<file path="src/rtl/bpa_pkg.sv">
package bpa_pkg;

    typedef enum logic [1:0] {
        ARB_IDLE = 2'd0,
        ARB_EXT  = 2'd1,
        ARB_LOC  = 2'd2
    } arb_state_e;

    typedef struct packed {
        arb_state_e state;
        logic       bb_drv;
    } fsm_regs_t;

endpackage

</file>
<file path="src/rtl/bpa_idle_tracker.sv">
module bpa_idle_tracker #(
    parameter int IDLE_CYCLES = 2
) (
    input  logic clk,
    input  logic rst,
    input  logic enable,
    input  logic line_busy,
    output logic idle_ok
);
    localparam int CNT_W = $clog2(IDLE_CYCLES + 1);
    localparam logic [CNT_W-1:0] LIMIT = CNT_W'(IDLE_CYCLES);

    logic [CNT_W-1:0] cnt_d, cnt_q;

    // Count consecutive low samples of the busy line, saturating at LIMIT.
    always_comb begin
        cnt_d = cnt_q;
        if (!enable || line_busy) begin
            cnt_d = '0;
        end else if (cnt_q != LIMIT) begin
            cnt_d = cnt_q + 1'b1;
        end
    end

    always_ff @(posedge clk) begin
        if (rst) begin
            cnt_q <= '0;
        end else begin
            cnt_q <= cnt_d;
        end
    end

    assign idle_ok = (cnt_q == LIMIT);

endmodule

</file>
<file path="src/rtl/bpa_grant_fsm.sv">
module bpa_grant_fsm
    import bpa_pkg::*;
(
    input  logic clk,
    input  logic rst,
    input  logic multi_en,
    input  logic br_in,
    input  logic loc_req,
    input  logic loc_done,
    input  logic idle_ok,
    output logic bg_out,
    output logic loc_gnt,
    output logic bb_drive
);
    fsm_regs_t regs_d, regs_q;

    always_comb begin
        regs_d = regs_q;
        unique case (regs_q.state)
            ARB_IDLE: begin
                if (!multi_en) begin
                    if (loc_req) regs_d.state = ARB_LOC;
                end else if (loc_req && idle_ok) begin
                    regs_d.state = ARB_LOC;
                end else if (br_in) begin
                    regs_d.state = ARB_EXT;
                end
            end
            ARB_EXT: begin
                // Grant stays parked unless the mode drops or a local
                // request is waiting once the external request is gone.
                if (!multi_en || (!br_in && loc_req)) regs_d.state = ARB_IDLE;
            end
            ARB_LOC: begin
                if (loc_done) regs_d.state = ARB_IDLE;
            end
            default: regs_d.state = ARB_IDLE;
        endcase
        // Busy drive starts one cycle after the local grant.
        regs_d.bb_drv = (regs_q.state == ARB_LOC) && !loc_done && multi_en;
    end

    always_ff @(posedge clk) begin
        if (rst) begin
            regs_q <= '{state: ARB_IDLE, bb_drv: 1'b0};
        end else begin
            regs_q <= regs_d;
        end
    end

    assign bg_out   = (regs_q.state == ARB_EXT);
    assign loc_gnt  = (regs_q.state == ARB_LOC);
    assign bb_drive = regs_q.bb_drv;

endmodule

</file>
<file path="src/rtl/bus_park_arbiter.sv">
module bus_park_arbiter #(
    parameter int IDLE_CYCLES = 2
) (
    input  logic clk,
    input  logic rst,
    input  logic multi_en,
    input  logic br_in,
    input  logic bb_in,
    output logic bg_out,
    output logic bb_drive,
    input  logic loc_req,
    input  logic loc_done,
    output logic loc_gnt
);
    logic idle_ok;
    logic line_busy;

    // The line counts as busy while the local side holds the bus,
    // so a hand-over always restarts the idle window.
    assign line_busy = bb_in | bb_drive | loc_gnt;

    bpa_idle_tracker #(
        .IDLE_CYCLES(IDLE_CYCLES)
    ) u_idle (
        .clk      (clk),
        .rst      (rst),
        .enable   (multi_en),
        .line_busy(line_busy),
        .idle_ok  (idle_ok)
    );

    bpa_grant_fsm u_fsm (
        .clk     (clk),
        .rst     (rst),
        .multi_en(multi_en),
        .br_in   (br_in),
        .loc_req (loc_req),
        .loc_done(loc_done),
        .idle_ok (idle_ok),
        .bg_out  (bg_out),
        .loc_gnt (loc_gnt),
        .bb_drive(bb_drive)
    );

endmodule

</file>
<file path="config.mk">
export PLATFORM = sky130hd
export DESIGN_NAME = bus_park_arbiter
export DESIGN_NICKNAME = d
export VERILOG_FILES = /design/src/rtl/bpa_pkg.sv /design/src/rtl/bpa_idle_tracker.sv /design/src/rtl/bpa_grant_fsm.sv /design/src/rtl/bus_park_arbiter.sv
export SDC_FILE = /design/constraint.sdc
export NUM_CORES = 1
export LEC_CHECK = 0
export BUFFER_PORTS_ARGS = -buffer_cell sky130_fd_sc_hd__buf_2
export CORE_AREA = 2 2 39 41
export CTS_CLUSTER_DIAMETER = 200
export DETAILED_ROUTE_END_ITERATION = 8
export DIE_AREA = 0 0 41 43
export GPL_ROUTABILITY_DRIVEN = 0
export SLEW_MARGIN = 20
export SYNTH_ARGS = -nofsm -noshare
export SYNTH_HDL_FRONTEND = slang
export SYNTH_SLANG_ARGS = --single-unit
export TNS_END_PERCENT = 5
</file>
<file path="constraint.sdc">
create_clock -name clk -period 2.7 [get_ports clk]
set_input_delay 0.54 -clock clk [delete_from_list [all_inputs] [get_ports clk]]
set_output_delay 0.54 -clock clk [all_outputs]
set_load 0.005 [all_outputs]
</file>
# --- Word level (Yosys, flattened, before mapping) ---
# Index checks and enable logic that the tools add are counted.
# Widths: inputs -> output; s select.
op_classes:
  addsub: 1
  mul: 0
  div_mod_pow: 0
  order_cmp: 0
  eq_ne: 8
  shifts: 0
  muxes: 7
  bitwise: 2
  n_reduce_logical: 12
op_table:
  columns: ["cell", "count"]
  rows:
  - ["$mux 2", 6]
  - ["$pmux 2 s3", 1]
  - ["$eq 2x2->1 const B", 2]
  - ["$logic_and 1x1->1", 4]
  - ["$ne 2x2->1 const B", 2]
  - ["$ne 4x3->1 const B", 1]
  - ["$reduce_and 4->1", 1]
  - ["$logic_not 1->1", 3]
  - ["$ne 3x3->1 const B", 1]
  - ["$add 2x1->2 const B", 1]
  - ["$eq 2x1->1 const B", 1]
  - ["$logic_not 2->1", 1]
  - ["$logic_or 1x1->1", 2]
  - ["$ne 2x1->1 const B", 1]
  - ["$or 1x1->1", 2]
  - ["$reduce_or 2->1", 1]
word_totals:
  regBits: 5
  latch_bits: 0
  mem_bits_rw: 0
  mem_bits_ro: 0
  out_inout_bits: 3
  word_cells: 33
  n_memories: 0

# --- Logic depth before layout (Yosys ltp) ---
depth:
  ltp_word: 5
  ltp_mapped: 5

# --- By module ---
# Synthesis repeated with hierarchy kept, for this count alone.
unflattened:
  hier_cells: 28
  hier_area_um2: 256.5
by_module_without_submodules:
  columns: ["module", "n_inst", "cells_each", "area_each_um2", "seq_area_each_um2"]
  rows:
  - ["bpa_grant_fsm", 1, 16, 145.1, 60.1]
  - ["bpa_idle_tracker", 1, 11, 105.1, 40.0]
  - ["bus_park_arbiter", 1, 1, 6.3, 0.0]

# --- Worst setup path before layout ---
# Ideal clock, no wire load.
synth_path:
  path_kind: "input -> register"
  from: "in rst"
  to: "reg u_idle.cnt_q[0]"
  setup_time_ns: 0.064
  arrival_ns: 1.192
  slack_ns: 1.443
  cell_stages: 3
  path_buffers: 0
  cell_sequence: "nand2b_1 -> or4_4 -> nor2_1"
synth_via:
  elab_chain_cells: 1
synth_rtl:
  columns: ["element", "line", "rtl"]
  rows:
  - ["start, declared", "bus_park_arbiter.sv:5", "input logic rst,"]
  - ["$reduce_or 2->1 (no line)", null, null]
  - ["end signal, assigned", "bpa_idle_tracker.sv:29", "cnt_q <= cnt_d;"]
  - ["end, declared", "bpa_idle_tracker.sv:13", "logic [CNT_W-1:0] cnt_d, cnt_q;"]
# Every way passes these cells.
# A chain may end at the register's enable or synchronous reset.

# --- Worst setup path in the final report ---
layout_path:
  from: "reg u_fsm.regs_q[2]"
  to: "out loc_gnt"
layout_via:
  elab_chain_cells: 1
layout_rtl:
  columns: ["element", "line", "rtl"]
  rows:
  - ["start, declared", "bpa_grant_fsm.sv:15", "fsm_regs_t regs_d, regs_q;"]
  - ["start signal, assigned", "bpa_grant_fsm.sv:45", "regs_q <= '{state: ARB_IDLE, bb_drv: 1'b0};"]
  - ["start signal, assigned", "bpa_grant_fsm.sv:47", "regs_q <= regs_d;"]
  - ["$eq 2x2->1", "bpa_grant_fsm.sv:52", "assign loc_gnt = (regs_q.state == ARB_LOC);"]
  - ["end, declared", "bus_park_arbiter.sv:13", "output logic loc_gnt"]
# Every way passes these cells.

==> metrics.md <==
| Metric | Value |
|---|---|
| CTS root buf | clkbuf_4 |
| Crit path buf inv count | 1 |
| Largest family of logic cells by synthesized area | simple AND/OR/NAND/NOR gates |
| Detailed-route via count | 225 |
| Final std cells w/o fill | 55 |
| Syn avg cell area | 8.76 um2 |
| Yosys warning total | 0 |
| Switching part of the total | 22.4% |
| Initial antenna violation count | 0 |
| Data arrival time of the worst path | 930 ps |
| Crit path max-delay family | flip-flops |
| Post-route ant nets | 0 |
| Dominant cells by area after synthesis | dfxtp_1 44%, nor2b_1 8.2%, ha_1 5.5% |
| RSZ-0062 raised after global routing | false |
| Worst slew margin | 85.7% |
| TritonCTS buffer count | 3 |
| Critical path cell sequence | nor2b_1 > buf_2 |
| Post-synthesis mux area share | 0% |
| Min-delay src | rst |
| Status | finished, final reports clean |
| Adder-cell share of the synthesized area | 5.49% |
| Final Hold Fails | 0 |
| Core Area | 0.00138 mm2 |
| Vias in the first global route | 201 |
| Critical path startpoint category | flip-flop |
| Pre-antenna DRT Iters | 4 |
| Post-Place Cells | 51 |
| Yosys top cell area share | 44.0% |
| Total wire length | 426 um |
| R2R Path Start | u_fsm.regs_q[1] |
| # Post-CTS Setup Buffers | 0 |
| H-tree levels | 1 |
| Max Fclk | 0.679 GHz |
| Final Slew Violations | 0 |
| Most used flip-flop cell after synthesis | dfxtp_1 |
| Clock-pin slew on the worst setup and hold paths | 40 ps |
| Reg2reg setup slack | 1560 ps |
| DIE WIDTH | 41 um |
| Top cell types by occurrence after synthesis | 5 x dfxtp_1, 3 x inv_1, 3 x nor2_1, 3 x nor2b_1 |
| Inserted Diodes | 0 |
| Crit path time final | 1470 ps |
| First-pass GRT wire length | 745 um |
| Mapped cell area | 228 um2 |
| Slowest CP cell | dfxtp_1 |
| Crit path kind | flip-flop to output port |
| Period utilisation layout | 54.5% |
| Share of cells above drive strength 1 | 33.3% |
| Gate Count Post-Synth | 26 |
| Std-Cell Rows | 14 |
| Gr ovfl total | 0 |
| Syn Nets | 34 |
| Total Die Area | 0.00176 mm2 |
| Worst slew pin tran | 212 ps |
| Vias per cell | 4.09 |
| Switching pwr | 0.0410 mW |
| Initial Util | 16.5% |
| Synth async-reset ratio | 0% |
| DRT iter0 DRCs | 1 |
| Pint | 0.142 mW |
| EDFF count, synth | 0 |
| MaxCap Viol Count | 0 |
| Drt drc | 0 |
| Distinct cells, synth | 13 |
| Clock power frac | 47.5% |
| Simple-gate share of the synthesized area | 34.6% |
| Compound-Gate Fraction of Synth Area | 7.14% |
| IO Count | 10 |
| Skew-Pair Late Insertion Delay | 240 ps |
| Peak VDD IR | 0.289 mV |
| R2R depth | 3 |
| Setup Viol. Count Final | 0 |
| Combinational share of power | 9.1% |
| Crit. End Element | output port |
| Crit Path Max Fanout | 5 |
| Hold Crit Class | input port to flip-flop |
| Worst r2r dst | u_idle.cnt_q[0] |
| Cts hold-fix bufs | 0 |
| Resized Gates After CTS | 0 |
| Die height | 43 um |
| Leakage | 0.151 nW |
| Hold Crit Depth | 2 |
| Routed len/inst | 7.75 um |
| Power Density | 573 mW/mm2 |
| Hold Crit Endpoint | u_fsm.regs_q[2] |
| Setup_tns | 0 ps |
| Yosys reg bits | 5 |
| Max stage delay on crit path | 380 ps |
| Synth Area in XOR/XNOR | 3.85% |
| Fin nets | 48 |
| Top-count cell post-synth | dfxtp_1 |
| Area leader, netlist | dfxtp_1 |
| Largest net degree at the start of global routing | 7 |
| Clock buffer depth | 2 |
| Synth-to-layout area growth | 40.1% |
| Gr usage total | 6.53% |
| CP required | 2160 ps |
| Clock skew | 2.60 ps |
| Seq/Total Area, Yosys | 44.0% |
| Clock sinks | 5 |
| CTS tree | done |
| Port Buf Inserts | 9 |
| Flop pwr share | 43.3% |
-- layout make-up --
type,instances,area (um2)
Fill cell,153,1060
Multi-Input combinational cell,18,116
Sequential cell,5,100
Timing Repair Buffer,9,45.0
Clock buffer,4,26.3
Tap cell,16,20.0
Inverter,3,11.3
-- through the flow --
step | worst slack [ps] | hold WS (ps) | power, mW | instance area, um2 | utilization (%)
CTS | 1220 | 462 | 0.185 | 319 | 23.1
global route | 1160 | 460 | 0.196 | 319 | 23.1
finish | 1230 | 465 | 0.183 | 319 | 23.1
floorplan | 1440 | 452 | 0.0892 | 228 | -
global placement | 1280 | 484 | 0.0972 | 293 | 21.2
detailed placement | 1300 | 487 | 0.0972 | 293 | 21.2
-- registers in the layout (all words and copies together) (netlist names) --
name,count
u_fsm.bb_drive,1
u_idle.cnt_q,2
u_fsm.regs_q,2
-- power groups by stage --
stage | combinational [mW] | clock [mW] | sequential (mW)
final | 0.0167 | 0.0870 | 0.0793
after global routing | 0.0191 | 0.0976 | 0.0796
after CTS | 0.0169 | 0.0891 | 0.0792
after detailed placement | 0.0167 | 0 | 0.0806
after global placement | 0.0167 | 0 | 0.0806
after floorplan | 0.00929 | 0 | 0.0799
-- worst max path at each step --
stage	startpoint	end	slack, ps	cells past startpoint
finish	u_fsm.regs_q[2]	loc_gnt	1230	2
global route	u_fsm.regs_q[2]	loc_gnt	1160	2
CTS	u_fsm.regs_q[2]	loc_gnt	1220	2
detailed placement	rst	u_idle.cnt_q[0]	1300	4
global placement	rst	u_idle.cnt_q[0]	1280	4
floorplan	rst	u_idle.cnt_q[0]	1440	3
-- worst register-to-register path, stage by stage, from the launching register on --
cell     delay (ps)
dfxtp_1         410
nor2b_1          80
or4_4           480
nor2_1          100
-- placed cells by master (no fill, tap or decap) --
cell type | netlist | layout
buf_2 | 0 | 9
dfxtp_1 | 5 | 5
inv_1 | 3 | 3
nor2b_1 | 3 | 3
nor2_1 | 3 | 3
clkbuf_4 | 0 | 3
nand2b_1 | 2 | 2
a21oi_1 | 2 | 2
nor4_1 | 2 | 2
nor3b_1 | 1 | 1
or4_4 | 1 | 1
xor2_1 | 1 | 1
a31oi_1 | 1 | 1
nor3_1 | 1 | 1
ha_1 | 1 | 1
clkbuf_1 | 0 | 1
-- per-layer routing --
metal	routed length, um	part of all wire (%)	track usage, %	vias up
met5	0	0	0	-
met4	0	0	2.00	0
met3	44	10	6.28	0
met2	194	46	7.81	9
met1	188	44	8.04	100
li1	-	-	-	116
-- kinds of logic (layout without fill, tap and decap cells) --
logic type | count (synthesis) | after routing
flops | 5 | 5
fa+ha+maj | 1 | 1
compound gates | 3 | 3
xor+xnor | 1 | 1
simple gates | 13 | 13
buf+inv | 3 | 16
Power figures use the tool's default switching activity.
